===== src/rtl/eth_tx_ctrl_pkg.sv =====
package eth_tx_ctrl_pkg;
  localparam int unsigned REG_W      = 16;
  localparam int unsigned B_EN       = 0;
  localparam int unsigned B_LOOP_PIN = 1;
  localparam int unsigned B_FCOLL    = 2;
  localparam int unsigned B_PAD      = 7;
  localparam int unsigned B_NO_FCS   = 8;
  localparam int unsigned B_CMON     = 10;
  localparam int unsigned B_FDUP     = 11;
  localparam int unsigned B_SQE_STOP = 12;
  localparam int unsigned B_INT_LOOP = 13;

  localparam logic [REG_W-1:0] RW_MASK =
      REG_W'((1 << B_EN) | (1 << B_LOOP_PIN) | (1 << B_FCOLL) | (1 << B_PAD) |
             (1 << B_NO_FCS) | (1 << B_CMON) | (1 << B_FDUP) |
             (1 << B_SQE_STOP) | (1 << B_INT_LOOP));
endpackage


===== src/rtl/eth_tx_ctrl_reg.sv =====
module eth_tx_ctrl_reg
  import eth_tx_ctrl_pkg::*;
(
  input  logic             clk_i,
  input  logic             rst_ni,
  input  logic             wr_en_i,
  input  logic [REG_W-1:0] wr_data_i,
  input  logic             coll_evt_i,
  input  logic             sqe_err_i,
  input  logic             fatal_err_i,
  output logic [REG_W-1:0] ctrl_o
);
  logic [REG_W-1:0] ctrl_q, ctrl_d;
  logic en_clr, fcoll_clr;

  assign en_clr    = fatal_err_i | (sqe_err_i & ctrl_q[B_SQE_STOP]);
  assign fcoll_clr = coll_evt_i & ctrl_q[B_FCOLL];

  always_comb begin
    ctrl_d = wr_en_i ? (wr_data_i & RW_MASK) : ctrl_q;
    // hardware clears override a same-cycle write
    if (en_clr)    ctrl_d[B_EN]    = 1'b0;
    if (fcoll_clr) ctrl_d[B_FCOLL] = 1'b0;
  end

  always_ff @(posedge clk_i or negedge rst_ni)
    if (!rst_ni) ctrl_q <= '0;
    else         ctrl_q <= ctrl_d;

  assign ctrl_o = ctrl_q;

  assert_fatal_clears_en_R7: assert property (@(posedge clk_i) disable iff (!rst_ni)
    fatal_err_i |=> !ctrl_q[B_EN]);
  assert_fcoll_selfclear_R6: assert property (@(posedge clk_i) disable iff (!rst_ni)
    (coll_evt_i && ctrl_q[B_FCOLL]) |=> !ctrl_q[B_FCOLL]);
  assert_sqe_ignored_R8: assert property (@(posedge clk_i) disable iff (!rst_ni)
    (sqe_err_i && !ctrl_q[B_SQE_STOP] && !wr_en_i && !fatal_err_i)
      |=> (ctrl_q[B_EN] == $past(ctrl_q[B_EN])));
  assert_unused_bits_zero_R2: assert property (@(posedge clk_i) disable iff (!rst_ni)
    wr_en_i |=> ((ctrl_q & ~RW_MASK) == '0));
endmodule


===== src/rtl/eth_tx_ctrl_halt.sv =====
module eth_tx_ctrl_halt (
  input  logic clk_i,
  input  logic rst_ni,
  input  logic en_q_i,
  input  logic en_d_i,
  input  logic frame_start_i,
  input  logic frame_done_i,
  output logic may_start_o
);
  logic busy_q, busy_d, pend_q, pend_d, start_ok;

  assign may_start_o = en_q_i & ~pend_q;
  assign start_ok    = frame_start_i & may_start_o;
  assign busy_d      = start_ok | (busy_q & ~frame_done_i);
  // pending once enable is seen low during a frame; held until completion
  assign pend_d      = busy_d & (pend_q | ~en_d_i);

  always_ff @(posedge clk_i or negedge rst_ni)
    if (!rst_ni) begin
      busy_q <= 1'b0;
      pend_q <= 1'b0;
    end else begin
      busy_q <= busy_d;
      pend_q <= pend_d;
    end

  assert_done_pulse_R9: assert property (@(posedge clk_i) disable iff (!rst_ni)
    frame_done_i |=> !frame_done_i);
  assert_done_releases_R9: assert property (@(posedge clk_i) disable iff (!rst_ni)
    (frame_done_i && !frame_start_i) |=> !pend_q);
  assert_hold_until_done_R9: assert property (@(posedge clk_i) disable iff (!rst_ni)
    (pend_q && !frame_done_i) |=> !may_start_o);
endmodule


===== src/rtl/eth_tx_ctrl_gate.sv =====
module eth_tx_ctrl_gate #(
  parameter int unsigned TXD_W = 4
) (
  input  logic             iso_i,
  input  logic [TXD_W-1:0] eng_mii_txd_i,
  input  logic             eng_mii_tx_en_i,
  input  logic             eng_ser_txd_i,
  input  logic             eng_ser_tx_en_i,
  output logic [TXD_W-1:0] mii_txd_o,
  output logic             mii_tx_en_o,
  output logic             ser_txd_o,
  output logic             ser_tx_en_o,
  input  logic [5:0]       pin_in_i,
  output logic [5:0]       core_in_o
);
  assign mii_txd_o   = iso_i ? '0   : eng_mii_txd_i;
  assign mii_tx_en_o = iso_i ? 1'b0 : eng_mii_tx_en_i;
  assign ser_txd_o   = iso_i ? 1'b1 : eng_ser_txd_i;
  assign ser_tx_en_o = iso_i ? 1'b0 : eng_ser_tx_en_i;

  for (genvar g = 0; g < 6; g++) begin : g_mask
    assign core_in_o[g] = pin_in_i[g] & ~iso_i;
  end
endmodule


===== src/rtl/eth_tx_ctrl.sv =====
module eth_tx_ctrl
  import eth_tx_ctrl_pkg::*;
#(
  parameter int unsigned TXD_W = 4
) (
  input  logic             clk_i,
  input  logic             rst_ni,
  input  logic             wr_en_i,
  input  logic [15:0]      wr_data_i,
  output logic [15:0]      rd_data_o,
  input  logic             coll_evt_i,
  input  logic             sqe_err_i,
  input  logic             fatal_err_i,
  input  logic             frame_start_i,
  input  logic             frame_done_i,
  output logic             may_start_o,
  output logic             loop_pin_o,
  output logic             force_coll_o,
  output logic             pad_en_o,
  output logic             no_fcs_o,
  output logic             carrier_mon_o,
  output logic             full_dup_o,
  input  logic [TXD_W-1:0] eng_mii_txd_i,
  input  logic             eng_mii_tx_en_i,
  input  logic             eng_ser_txd_i,
  input  logic             eng_ser_tx_en_i,
  output logic [TXD_W-1:0] mii_txd_o,
  output logic             mii_tx_en_o,
  output logic             ser_txd_o,
  output logic             ser_tx_en_o,
  input  logic             pin_crs_i,
  input  logic             pin_mii_crs_i,
  input  logic             pin_col_i,
  input  logic             pin_mii_col_i,
  input  logic             pin_rx_dv_i,
  input  logic             pin_rx_er_i,
  output logic             core_crs_o,
  output logic             core_mii_crs_o,
  output logic             core_col_o,
  output logic             core_mii_col_o,
  output logic             core_rx_dv_o,
  output logic             core_rx_er_o
);
  logic [REG_W-1:0] ctrl;
  logic [5:0] core_in;
  logic en_d;

  eth_tx_ctrl_reg u_reg (
    .clk_i, .rst_ni, .wr_en_i, .wr_data_i, .coll_evt_i, .sqe_err_i,
    .fatal_err_i, .ctrl_o(ctrl)
  );

  // next-state enable mirrors register update for halt tracking
  assign en_d = ~(fatal_err_i | (sqe_err_i & ctrl[B_SQE_STOP])) &
                (wr_en_i ? wr_data_i[B_EN] : ctrl[B_EN]);

  eth_tx_ctrl_halt u_halt (
    .clk_i, .rst_ni, .en_q_i(ctrl[B_EN]), .en_d_i(en_d),
    .frame_start_i, .frame_done_i, .may_start_o
  );

  eth_tx_ctrl_gate #(.TXD_W(TXD_W)) u_gate (
    .iso_i(ctrl[B_INT_LOOP]),
    .eng_mii_txd_i, .eng_mii_tx_en_i, .eng_ser_txd_i, .eng_ser_tx_en_i,
    .mii_txd_o, .mii_tx_en_o, .ser_txd_o, .ser_tx_en_o,
    .pin_in_i({pin_rx_er_i, pin_rx_dv_i, pin_mii_col_i, pin_col_i,
               pin_mii_crs_i, pin_crs_i}),
    .core_in_o(core_in)
  );

  assign {core_rx_er_o, core_rx_dv_o, core_mii_col_o, core_col_o,
          core_mii_crs_o, core_crs_o} = core_in;

  assign rd_data_o     = ctrl;
  assign loop_pin_o    = ctrl[B_LOOP_PIN];
  assign force_coll_o  = ctrl[B_FCOLL];
  assign pad_en_o      = ctrl[B_PAD];
  assign no_fcs_o      = ctrl[B_NO_FCS];
  assign carrier_mon_o = ctrl[B_CMON];
  assign full_dup_o    = ctrl[B_FDUP];

  assert_iso_idle_R4: assert property (@(posedge clk_i) disable iff (!rst_ni)
    rd_data_o[B_INT_LOOP] |-> (mii_txd_o == '0 && !mii_tx_en_o && !ser_tx_en_o && ser_txd_o));
  assert_iso_mask_R5: assert property (@(posedge clk_i) disable iff (!rst_ni)
    rd_data_o[B_INT_LOOP] |-> (core_in == 6'b0));
  assert_loop_pin_R3: assert property (@(posedge clk_i) disable iff (!rst_ni)
    (wr_en_i) |=> (loop_pin_o == $past(wr_data_i[B_LOOP_PIN])));
  assert_no_start_when_off_R10: assert property (@(posedge clk_i) disable iff (!rst_ni)
    !rd_data_o[B_EN] |-> !may_start_o);
endmodule


===== config.mk =====
export PLATFORM = sky130hd
export DESIGN_NAME = eth_tx_ctrl
export DESIGN_NICKNAME = d
export VERILOG_FILES = /design/src/rtl/eth_tx_ctrl_pkg.sv /design/src/rtl/eth_tx_ctrl_reg.sv /design/src/rtl/eth_tx_ctrl_halt.sv /design/src/rtl/eth_tx_ctrl_gate.sv /design/src/rtl/eth_tx_ctrl.sv
export SDC_FILE = /design/constraint.sdc
export NUM_CORES = 1
export LEC_CHECK = 0
export CAP_MARGIN = 20
export CORE_AREA = 8 8 45 47
export CTS_CLUSTER_SIZE = 16
export DETAILED_ROUTE_END_ITERATION = 6
export DIE_AREA = 0 0 53 55
export DONT_BUFFER_PORTS = 1
export SLEW_MARGIN = 5
export SYNTH_ARGS = -nofsm -noshare
export SYNTH_HDL_FRONTEND = slang
export SYNTH_SLANG_ARGS = --single-unit

===== constraint.sdc =====
create_clock -name clk_i -period 3 [get_ports clk_i]
set_input_delay 0.6 -clock clk_i [delete_from_list [all_inputs] [get_ports clk_i]]
set_output_delay 0.6 -clock clk_i [all_outputs]
set_load 0.005 [all_outputs]

# Word level (Yosys, flattened, before mapping)
# Cells that the tools add are included.
[op_classes] muxes=8 bitwise_logic=21 n_reduce_logical=2
[ops] op="1-bit AND" n=13
[ops] op="1-bit 2-to-1 mux" n=6
[ops] op="1-bit inverter" n=5
[ops] op="4-bit 2-to-1 mux" n=1
[ops] op="2-bit nonzero test" n=2
[ops] op="3-bit 2-to-1 mux" n=1
[ops] op="1-bit OR" n=3
[word_totals] ff_bits=11 inputBits=37

# Longest topological paths before layout
[logic_depth] word_depth=7 depth_mapped=3 depth_no_buf=2

# By module
# A second synthesis with hierarchy kept.
[unflattened] cells_unflattened=60 area_unflattened_um2=680.7
[modules_own_cells] module="eth_tx_ctrl_reg" n_inst=1 cells_per_inst=30 area_per_inst_um2=416.6
[modules_own_cells] module="eth_tx_ctrl_halt" n_inst=1 cells_per_inst=8 area_per_inst_um2=103.8
[modules_own_cells] module="eth_tx_ctrl_gate" n_inst=1 cells_per_inst=14 area_per_inst_um2=92.6
[modules_own_cells] module="eth_tx_ctrl" n_inst=1 cells_per_inst=8 area_per_inst_um2=67.6

# Worst setup path before layout
# Ideal clock, no wire load.
[synth_path] kind="reg2out" start="reg u_reg.ctrl_q[13] (netlist: u_reg.ctrl_o[13])" end="out ser_txd_o" t_arrival_ns=0.876 required_time_ns=2.400 slack_ns=1.524 stages_incl_launch_ff=3 n_path_buf=1 cell_sequence="dfrtp_1 > clkbuf_1 > or2_2"
[synth_between] elab_chain_cells=1
[synth_rtl] element="start, declared" line="eth_tx_ctrl_reg.sv:13" source="logic [REG_W-1:0] ctrl_q, ctrl_d;"
[synth_rtl] element="start signal, assigned" line="eth_tx_ctrl_reg.sv:28" source="else ctrl_q <= ctrl_d;"
[synth_rtl] element="1-bit 2-to-1 mux" line="eth_tx_ctrl_gate.sv:18" source="assign ser_txd_o = iso_i ? 1'b1 : eng_ser_txd_i;"
[synth_rtl] element="end, declared" line="eth_tx_ctrl.sv:29" source="output logic ser_txd_o,"
# Every way passes these cells.

# Worst setup path in the final report
# Same ends and word-level chain as after synthesis.

==> summary.md <==
| Metric | Value |
|---|---|
| Post-DRT Antenna Nets | 0 |
| Synthesized area | approximately 650 um^2 |
| Die width | roughly 53 um |
| Post-CTS Setup Repair Bufs | 0 |
| Antenna violations before repair | 0 |
| Final worst path period share | 0.577 |
| Clock Skew | approximately 0.16 ps |
| Worst EP arrival | 1130 ps |
| Hold buffers post-CTS | 0 |
| Most frequent cells in the layout | 11 x dfrtp_1, 7 x nor2b_1, 7 x mux2_2, 7 x conb_1, 6 x and2b_1 |
| Vias | between 300 and 400 |
| DR DRC count | 0 |
| Fin. max-slew vios | 0 |
| PwrDens | 533 nW/um^2 |
| Simple-gate area share of the yosys netlist | 0.174 |
| Crit Path Max Fanout | 15 |
| Antenna cells | 0 |
| I/O pin count | 73 |
| Max incr delay on CP | 510 ps |
| GRT Overall Usage | 0.0849 |
| Kind of start point of the critical path | flip-flop |
| Min-delay worst type | in -> async |
| Area growth, synth to finish | -9.07% |
| Grt total ovfl | 0 |
| Post-route cell area | 589 um^2 |
| Minimum clock period | around 1700 ps |
| Drt first pass iters | 2 |
| Combinational family with the most area after synthesis | buffers and inverters |
| Die area | ~2900 um^2 |
| Compound-Gate Fraction of Synth Area | 0.0463 |
| TNS Setup | 0 ps |
| Initial DRC count | 1 |
| Clk slew on worst S/H paths | roughly 70 ps |
| Adder-cell area share of the yosys netlist | 0 |
| WP buf/inv | 0 |
| Largest net degree at the start of global routing | 16 |
| Final-report hold violation count | 0 |
| CTS max path bufs | 2 |
| Core ar. | 1380 um^2 |
| Post-CTS Resized | 0 |
| Fin nets | 90 |
| Synth Area in XOR/XNOR | 0 |
| Initial Util | 0.468 |
| Root buffer cell | clkbuf_4 |
| Commonest non-fill, non-tap cell in the layout | dfrtp_1 |
| Final setup fails | 0 |
| Row count | 14 |
| H-tree levels | 1 |
| Max-cap violations | 0 |
| Wirelength per Cell | ~20 um |
| Critical path cell sequence | or2_2 |
| GPL Wtd Cong | ~0.63 |
| CP endpoint kind | primary output |
| Cell count after synthesis | between 50 and 60 |
| Critical Path RT | about 2400 ps |
| Share of layout cells above drive strength 1 | 0.212 |
| Crit path max-delay family | flip-flops |
| Die Y | between 50 and 60 um |
| Global-route wire length before repair | approximately 1800 um |
| Setup Crit Path Kind | reg -> out |
| Total CTS buffers | 3 |
| VDD IR max | 258 uV |
| Flops & latches, synth | 11 |
| Crit-path slowest cell | dfrtp_1 |
| YS warnings | 0 |
| Vias in the first global route | 413 |
| P_leak | 0.282 nW |
| Mux share of post-synthesis cell area | 0.153 |
| Max Freq | 578 MHz |
| Port bufs | 0 |
| Worst skew pair latency | between 200 and 300 ps |
| Clock Sinks | 11 |
| Outcome | finished, final reports clean |
| CTS tree | yes |
| Mapped Avg Cell Area | around 11 um^2 |
| Vias/cell | 5.35 |
| Placed Area | 563 um^2 |
| WL final | between 1000 and 1500 um |
| Register area share after synthesis | 0.425 |
| Netlist cell types | 17 |
| RSZ-0062 raised after global routing | false |
[stage by stage]
step | util | std cells | power [mW] | hold WS (ps) | setup slack, ps
2_1_floorplan | - | 65 | 0.237 | 304 | 1520
3_3_place_gp | 0.407 | 64 | 0.220 | 305 | 1520
3_5_place_dp | 0.407 | 64 | 0.221 | 305 | 1520
4_1_cts | 0.426 | 68 | 0.321 | 11.4 | 1240
5_1_grt | 0.426 | 68 | 0.334 | 3.95 | 1180
6_report | 0.426 | 68 | 0.314 | 26.7 | 1270
[state kept, by name, indices dropped and copies added, names as in the netlist]
signal / flops
u_halt.busy_q: 1
u_halt.pend_q: 1
u_reg.ctrl_o: 9
[per-layer routing]
layer | part of all wire | vias to the layer above | global-route usage
met5 | 0 | - | 0
met4 | 0.0066 | 0 | 0.0647
met3 | 0.21 | 2 | 0.0321
met2 | 0.47 | 42 | 0.160
met1 | 0.32 | 166 | 0.0702
li1 | - | 154 | -
[report_power, final]
part | internal [mW] | total [mW] | switching, mW
combinational | 0.0218 | 0.0361 | 0.0143
clock | 0.0514 | 0.0975 | 0.0461
sequential | 0.162 | 0.180 | 0.0183
[logic make-up after synthesis]
family,Yosys count
AO/OA/AOI/OAI,4
AND/OR/NAND/NOR,17
other,1
multiplexers,9
flip-flops,11
buffers and inverters,17
[worst paths after layout]
kind                             startpoint                to  slack (ps)  cells after the start
setup / recovery           u_reg.ctrl_o[13]         ser_txd_o        1270                      1
min in group clk_i              fatal_err_i   u_reg.ctrl_o[0]         400                      1
setup reg to reg           u_reg.ctrl_o[13]  u_reg.ctrl_o[13]        2060                      1
hold / removal                       rst_ni  u_reg.ctrl_o[12]          30                      0
max in group asynchronous            rst_ni   u_reg.ctrl_o[8]        2910                      0
hold reg to reg               u_halt.busy_q     u_halt.busy_q         490                      2
[cells in the mapped netlist (all sizes together)]
library cell | n | area, um^2
nand2b | 1 | 6.26
buf | 16 | 124
mux2 | 7 | 78.8
a21oi | 1 | 5.00
mux2i | 2 | 20.0
a211o | 1 | 8.76
a211oi | 1 | 7.51
or2 | 1 | 6.26
dfrtp | 11 | 275
nor2b | 7 | 43.8
and2b | 6 | 45.0
nand3b | 1 | 7.51
clkbuf | 1 | 3.75
nand2 | 1 | 3.75
conb | 1 | 3.75
a2bb2oi | 1 | 8.76
[cell type report]
type                    count  area [um^2]
clock buffers               4         26.3
multi-input cells          37          268
fillers                   138          795
flip-flops and latches     11          275
well taps                  16         20.0
No activity file was read; power rests on OpenSTA's default activity.
